[src/rtl/smem_pkg.sv]
package smem_pkg;

    typedef enum logic [1:0] {
        OP_IDLE  = 2'd0,
        OP_READ  = 2'd1,
        OP_WRITE = 2'd2,
        OP_NONE  = 2'd3
    } op_e;

    typedef enum logic [1:0] {
        DISC_EXCL       = 2'd0,
        DISC_SHARED_RD  = 2'd1,
        DISC_SHARED_ALL = 2'd2,
        DISC_SPARE      = 2'd3
    } disc_e;

    typedef enum logic [1:0] {
        POL_RANK   = 2'd0,
        POL_AGREE  = 2'd1,
        POL_RANDOM = 2'd2,
        POL_SPARE  = 2'd3
    } pol_e;

    localparam int          GEN_W    = 8;
    localparam logic [7:0]  GEN_SEED = 8'hA5;

    function automatic logic [GEN_W-1:0] gen_step(input logic [GEN_W-1:0] g);
        return {g[6:0], g[7] ^ g[5] ^ g[4] ^ g[3]};
    endfunction

    function automatic logic is_access(input logic [1:0] op);
        return (op == OP_READ) || (op == OP_WRITE);
    endfunction

    function automatic logic is_write(input logic [1:0] op);
        return op == OP_WRITE;
    endfunction

endpackage

[src/rtl/smem_lfsr.sv]
module smem_lfsr
    import smem_pkg::*;
(
    input  logic             clk,
    input  logic             rst,
    output logic [GEN_W-1:0] state_o
);
    always_ff @(posedge clk) begin
        if (rst) state_o <= GEN_SEED;
        else     state_o <= gen_step(state_o);
    end
endmodule

[src/rtl/smem_hitmap.sv]
module smem_hitmap
    import smem_pkg::*;
#(
    parameter int P     = 4,
    parameter int DEPTH = 8,
    localparam int AW   = (DEPTH > 1) ? $clog2(DEPTH) : 1
) (
    input  logic [2*P-1:0]            op_i,
    input  logic [P*AW-1:0]           addr_i,
    input  disc_e                     disc_i,
    output logic [DEPTH-1:0][P-1:0]   wr_hit_o,
    output logic [DEPTH-1:0]          cell_bad_o,
    output logic [P-1:0]              port_bad_o
);
    logic [DEPTH-1:0][P-1:0] acc_hit;

    for (genvar c = 0; c < DEPTH; c++) begin : g_cell
        always_comb begin
            acc_hit[c]  = '0;
            wr_hit_o[c] = '0;
            for (int p = 0; p < P; p++) begin
                if (int'(addr_i[p*AW +: AW]) == c) begin
                    acc_hit[c][p]  = is_access(op_i[2*p +: 2]);
                    wr_hit_o[c][p] = is_write(op_i[2*p +: 2]);
                end
            end
            unique case (disc_i)
                DISC_SHARED_ALL: cell_bad_o[c] = 1'b0;
                DISC_SHARED_RD:  cell_bad_o[c] = (wr_hit_o[c] != '0) &&
                                                 ($countones(acc_hit[c]) > 1);
                default:         cell_bad_o[c] = $countones(acc_hit[c]) > 1;
            endcase
        end
    end

    always_comb begin
        port_bad_o = '0;
        for (int p = 0; p < P; p++) begin
            for (int c = 0; c < DEPTH; c++) begin
                if (acc_hit[c][p] && cell_bad_o[c]) port_bad_o[p] = 1'b1;
            end
        end
    end
endmodule

[src/rtl/smem_resolve.sv]
module smem_resolve
    import smem_pkg::*;
#(
    parameter int P  = 4,
    parameter int W  = 8,
    parameter int PW = 2
) (
    input  logic [P-1:0]   wr_hit_i,
    input  logic [P*W-1:0] wdata_i,
    input  pol_e           pol_i,
    input  logic [PW-1:0]  start_i,
    input  logic           bad_i,
    output logic           we_o,
    output logic [W-1:0]   wval_o,
    output logic           agree_fail_o
);
    logic found;
    logic differ;

    always_comb begin
        found  = 1'b0;
        differ = 1'b0;
        wval_o = '0;
        if (pol_i == POL_RANDOM) begin
            for (int k = 0; k < P; k++) begin
                if (!found && wr_hit_i[(int'(start_i) + k) % P]) begin
                    found  = 1'b1;
                    wval_o = wdata_i[((int'(start_i) + k) % P)*W +: W];
                end
            end
        end else begin
            for (int p = 0; p < P; p++) begin
                if (!found && wr_hit_i[p]) begin
                    found  = 1'b1;
                    wval_o = wdata_i[p*W +: W];
                end
            end
        end
        if (pol_i == POL_AGREE) begin
            for (int p = 0; p < P; p++) begin
                if (wr_hit_i[p] && (wdata_i[p*W +: W] != wval_o)) differ = 1'b1;
            end
        end
        we_o         = found && !differ && !bad_i;
        agree_fail_o = found &&  differ && !bad_i;
    end
endmodule

[src/rtl/smem_arbiter.sv]
module smem_arbiter
    import smem_pkg::*;
#(
    parameter int P     = 4,
    parameter int DEPTH = 8,
    parameter int W     = 8,
    localparam int AW   = (DEPTH > 1) ? $clog2(DEPTH) : 1,
    localparam int PW   = (P > 1) ? $clog2(P) : 1
) (
    input  logic               clk,
    input  logic               rst,
    input  logic [1:0]         disc_i,
    input  logic [1:0]         pol_i,
    input  logic [2*P-1:0]     op_i,
    input  logic [P*AW-1:0]    addr_i,
    input  logic [P*W-1:0]     wdata_i,
    output logic [P*W-1:0]     rdata_o,
    output logic [P-1:0]       port_err_o,
    output logic [DEPTH-1:0]   cell_err_o
);
    disc_e                    disc;
    pol_e                     pol_eff;
    logic [GEN_W-1:0]         gen;
    logic [PW-1:0]            start;
    logic [DEPTH-1:0][P-1:0]  wr_hit;
    logic [DEPTH-1:0]         cell_bad;
    logic [P-1:0]             port_bad;
    logic [DEPTH-1:0]         we;
    logic [DEPTH-1:0][W-1:0]  wval;
    logic [DEPTH-1:0]         agree_fail;
    logic [W-1:0]             mem [DEPTH];

    assign disc    = disc_e'(disc_i);
    assign pol_eff = (disc == DISC_SHARED_ALL) ? pol_e'(pol_i) : POL_RANK;
    assign start   = PW'(int'(gen) % P);

    smem_lfsr u_gen (
        .clk     (clk),
        .rst     (rst),
        .state_o (gen)
    );

    smem_hitmap #(.P(P), .DEPTH(DEPTH)) u_hit (
        .op_i       (op_i),
        .addr_i     (addr_i),
        .disc_i     (disc),
        .wr_hit_o   (wr_hit),
        .cell_bad_o (cell_bad),
        .port_bad_o (port_bad)
    );

    for (genvar c = 0; c < DEPTH; c++) begin : g_res
        smem_resolve #(.P(P), .W(W), .PW(PW)) u_res (
            .wr_hit_i     (wr_hit[c]),
            .wdata_i      (wdata_i),
            .pol_i        (pol_eff),
            .start_i      (start),
            .bad_i        (cell_bad[c]),
            .we_o         (we[c]),
            .wval_o       (wval[c]),
            .agree_fail_o (agree_fail[c])
        );

        always_ff @(posedge clk) begin
            if (rst)        mem[c] <= '0;
            else if (we[c]) mem[c] <= wval[c];
        end

        AST_AGREE_KEEPS_CELL: assert property (@(posedge clk) disable iff (rst)
            agree_fail[c] |=> $stable(mem[c]));
    end

    always_ff @(posedge clk) begin
        if (rst) begin
            rdata_o    <= '0;
            port_err_o <= '0;
            cell_err_o <= '0;
        end else begin
            for (int p = 0; p < P; p++) begin
                if ((op_i[2*p +: 2] == OP_READ) && !port_bad[p])
                    rdata_o[p*W +: W] <= mem[addr_i[p*AW +: AW]];
                else
                    rdata_o[p*W +: W] <= '0;
            end
            port_err_o <= port_bad;
            cell_err_o <= agree_fail;
        end
    end

    AST_ERR_NEVER_SINGLE: assert property (@(posedge clk) disable iff (rst)
        $countones(port_err_o) != 1);

    AST_SHARED_ALL_NO_PORT_ERR: assert property (@(posedge clk) disable iff (rst)
        (disc == DISC_SHARED_ALL) |=> (port_err_o == '0));

    for (genvar p = 0; p < P; p++) begin : g_port_chk
        AST_IDLE_QUIET: assert property (@(posedge clk) disable iff (rst)
            !is_access(op_i[2*p +: 2]) |=> (!port_err_o[p] && rdata_o[p*W +: W] == '0));
        AST_FLAGGED_READ_ZERO: assert property (@(posedge clk) disable iff (rst)
            port_err_o[p] |-> (rdata_o[p*W +: W] == '0));
    end
endmodule

[config.mk]
export PLATFORM = sky130hd
export DESIGN_NAME = smem_arbiter
export DESIGN_NICKNAME = d
export VERILOG_FILES = /design/src/rtl/smem_pkg.sv /design/src/rtl/smem_lfsr.sv /design/src/rtl/smem_hitmap.sv /design/src/rtl/smem_resolve.sv /design/src/rtl/smem_arbiter.sv
export SDC_FILE = /design/constraint.sdc
export NUM_CORES = 1
export LEC_CHECK = 0
export ABC_AREA = 0
export BUFFER_PORTS_ARGS = -buffer_cell sky130_fd_sc_hd__buf_2
export CORE_MARGIN = 3
export CORE_UTILIZATION = 25
export DETAILED_ROUTE_END_ITERATION = 12
export PLACE_DENSITY = 0.47
export SYNTH_ARGS = -nofsm -noshare
export SYNTH_HDL_FRONTEND = slang
export SYNTH_SLANG_ARGS = --single-unit
[constraint.sdc]
create_clock -name clk -period 12.1 [get_ports clk]
set_clock_uncertainty 0.05 [all_clocks]
set_input_delay 2.42 -clock clk [delete_from_list [all_inputs] [get_ports clk]]
set_output_delay 2.42 -clock clk [all_outputs]
set_load 0.005 [all_outputs]
==> run summary <==
The total count of hold-check failures in the final report came out at 0. The post-synthesis compound-gate area fraction is 25.3%. The post-cts sizing count came out at 0.

The worst-case IR drop observed on VDD is 0.101 mV. After synthesis, the largest family of logic cells by area is compound AO/OA/AOI/OAI gates. Across all setup checks in the final design, the least slack found is 3620 ps. The checks that failed: capacitance limit. The clock buffer count from CTS is 17. The worst slew margin relative to its limit came out at 0.254%. Setup total negative slack on the finished layout was measured at 0 ps. The proportion of synthesized area in mux cells came out at 14.6%. The final cycle utilization of the critical path is 70.1%. The post-route non-filler standard cell count is 3129. Of the synthesized area, sequential elements account for 16.5%. The starting density of the core came out at 25.4%. By area the synthesized netlist is led by edfxtp_1 11%, mux4_2 9.4%, xnor2_1 6.2%. The insertion delay of the later-clocked pin in the worst-skew pair came out at 430 ps. The count of filler cells inserted in the layout is 7663.

Of the total power, the clock network draws 28.4%. The signal on the critical path passes through buf_2 > and4b_1 > nor4_2 > a32oi_1 > nand2_1 > a221oi_1 > a21oi_1 > xnor2_1 > a2111oi_0 > nand4_1 > a22oi_2 > o22ai_2 > o21bai_1. The kind of cell adding the most delay to the critical path is compound AO/OA/AOI/OAI gates.

The total power density per cell area came out at 90.4 nW/um^2. After Yosys synthesis, and, or, nand and nor cells account for 23.6% of the synthesized area. The share of synthesized flip-flops with an asynchronous set or reset is 0%. The detailed-route wire length came out at 108000 um.

The net switching share of the total power came out at 44.7%. The residual DRC count is 0. The largest individual stage delay along the critical path comes from the cell nor4_2.

The buffer count from post-CTS setup fixing came out at 0. The static leakage came out at 6.90 nW. The residual overflow from global routing came out at 0. The congestion estimate from routability-driven global placement came to 1.03.

The Yosys step of the flow raised 0 warnings. The worst setup path is captured at a flop. The net count reported at finish is 2267.

Counting instances in the post-synthesis netlist gives the leading cell types as 217 x nor2_1, 149 x nand2_1, 129 x clkbuf_1. The H-tree was split into 4 levels. The required arrival time at the worst endpoint came out at 12110 ps. The multi-input combinational cells in the finished layout cover a total of 13900 um^2.

The first global-routing pass estimated 151000 um of wire. The detailed-route via count came out at 20800. The total chip power came out at 1.79 mW. The TritonCTS clock tree is built. The fraction of post-synthesis cell area in the top cell type by area is 10.7%. The sort of element at the start of the critical path is an input port. 102 I/O pins were placed. Setup violations remaining at the end of the flow were counted as 0. The net count of the mapped netlist came out at 2305. The count of flip-flops with a built-in enable after synthesis is 64.

The total instance count after detailed placement is 3096. After technology mapping, the gate count stands at 2213. The count of distinct cell types in the synthesized netlist came out at 107. The die outline area is 75100 um^2. The hold path startpoint is u_gen.state_o[6]$_SDFF_PP0_.

The number of global-route vias before repair was 19800. The layout overhead on the synthesized area came out at 10.5%. The highest cell delay on the worst timing path is 1170 ps. The register-to-register path setup slack came out at 5870 ps. The initial DRC count is 3271. The portion of total power attributed to sequential cells is 26.3%.

The global routing usage summed across all routing layers is 27.8%. The type of the worst setup path is input port to flop. The post-detailed-route via-to-cell ratio is 6.66. The adder-cell share of the synthesized area is 2.70%. Buffers inserted to repair hold after CTS numbered 0. Timing would allow up to 0.118 GHz.

The slew at the pin closest to its max-slew limit came out at 1500 ps. The post-synthesis share of cell area spent on xor and xnor gates is 10.9%. Among all flip-flop cells after synthesis, the most frequent one is edfxtp_1. The post-detailed-route wirelength per cell is 34.6 um. The internal power of the cells totals 0.993 mW. The number of rows in the core area is 97.

The root buffer cell chosen for the clock tree is clkbuf_16. The count of buffers added on input and output ports is 101. The run finished, with violations left. The count of nets left with antenna violations after detail routing came out at 0.

The peak fanout along the critical path is 29. The first detailed-routing pass ran for 7 iterations. The first element of the critical path is addr_i[5].

The synthesis-stage register bit count came out at 116. The tightest min-delay check is of the flop to flop type. After clock tree synthesis, the clock-pin slew on the worst setup and hold paths is 60 ps.

Prior to clock tree synthesis, the placed netlist has a worst setup slack of 3430 ps. In the final layout, the share of cells above drive strength 1 is 17.7%. The count of final max-slew check failures was 0.

The combinational power share is 45.4%. The cell area after synthesis is 18000 um^2. The largest area contributor in the synthesized netlist is edfxtp_1. The maximum clock insertion buffer count came out at 2. Setup repair after global routing left no endpoint under its margin.

The cell with the most instances after synthesis is nor2_1. From left edge to right edge, the die measures 274 um. The number of antenna violations at the first check in global routing came out at 5. In this run the critical register-to-register path is launched from u_gen.state_o[1]$_SDFF_PP0_. The HPWL after detailed placement is 73100 um.

The floorplan step set the die height to 274 um. The core footprint came out at 70600 um^2. The mean post-synth cell area came out at 8.12 um^2. In this run the power spent charging and discharging nets is 0.802 mW.

The arrival time of data at the critical path endpoint is 8490 ps. The combined flip-flop and latch cell area came out at 2970 um^2. Entering global routing, the biggest net connects 65 pins. The critical path buffer and inverter count came out at 1. The number of sinks on the clock net came out at 116. The post-route minimum period came out at 8480 ps. The count of max-cap constraint violations is 1.
## flip-flops by register name, summed over array words and instances (netlist names)
register	count
u_gen.state_o	8
mem	64
cell_err_o	8
rdata_o	32
port_err_o	4
## placed cells by master, fill, tap and decap left out, types with 26 or more instances in the layout
cell type / count
nor4_1: 44
inv_1: 48
mux2i_1: 70
buf_2: 101
a31oi_1: 35
dfxtp_1: 50
xnor2_1: 127
a22oi_1: 37
nand2_1: 149
a221o_1: 40
mux4_2: 75
xor2_1: 96
a221oi_1: 65
nor2_1: 215
nand3_1: 46
edfxtp_1: 64
nand4_1: 62
buf_4: 64
a21oi_1: 119
ha_1: 26
nor3_1: 64
o21ai_0: 98
## power groups by stage
| stage | clock network [mW] | registers [mW] | logic [mW] |
|---|---|---|---|
| 3_5_place_dp | 0 | 0.479 | 0.765 |
| 4_1_cts | 0.521 | 0.471 | 0.768 |
| 5_1_grt | 0.538 | 0.473 | 0.822 |
| 3_3_place_gp | 0 | 0.478 | 0.767 |
| 2_1_floorplan | 0 | 0.459 | 0.464 |
| 6_report | 0.510 | 0.471 | 0.814 |
## layer usage
layer / wire (um) / GRT usage [%] / vias up
li1: - / - / 8449
met1: 41000 / 35.2 / 10200
met2: 44800 / 40.9 / 1769
met3: 15900 / 10.6 / 427
met4: 6400 / 14.1 / 6
met5: 75 / 0.724 / -
## stage by stage
| stage | hold slack [ps] | util [%] | area, um^2 |
|---|---|---|---|
| floorplan | 339 | - | 18000 |
| global placement | 347 | 27.2 | 19200 |
| detailed placement | 347 | 27.2 | 19200 |
| CTS | 359 | 28.1 | 19800 |
| global route | 383 | 28.1 | 19800 |
| finish | 357 | 28.1 | 19800 |
## cells by family (layout without fill, tap and decap cells)
group	Yosys count	after routing
AO/OA/AOI/OAI	617	617
XOR/XNOR	223	223
adder cells (fa/ha/maj)	34	34
buffers and inverters	275	250
flip-flops	116	116
multiplexers	165	165
other	0	1
AND/OR/NAND/NOR	783	783
## worst paths after layout
check / cells after the start / to
worst min register to register: 1 / u_gen.state_o[7]$_SDFF_PP1_
worst max register to register: 12 / mem[3][5]$_SDFFCE_PN0P_
worst min-delay path: 1 / u_gen.state_o[7]$_SDFF_PP1_
worst max-delay path: 13 / mem[3][5]$_SDFFCE_PN0P_
## area by class of cell
cell class	count	share of cell area [%]
Tap cell	940	5.93
Timing Repair Buffer	165	4.97
Clock inverter	13	0.675
Antenna cell	1	0.0126
Multi-Input combinational cell	1822	70.1
Clock buffer	19	2.40
Sequential cell	116	15.0
Inverter	53	1.00
No activity file was read; power rests on OpenSTA's default activity.
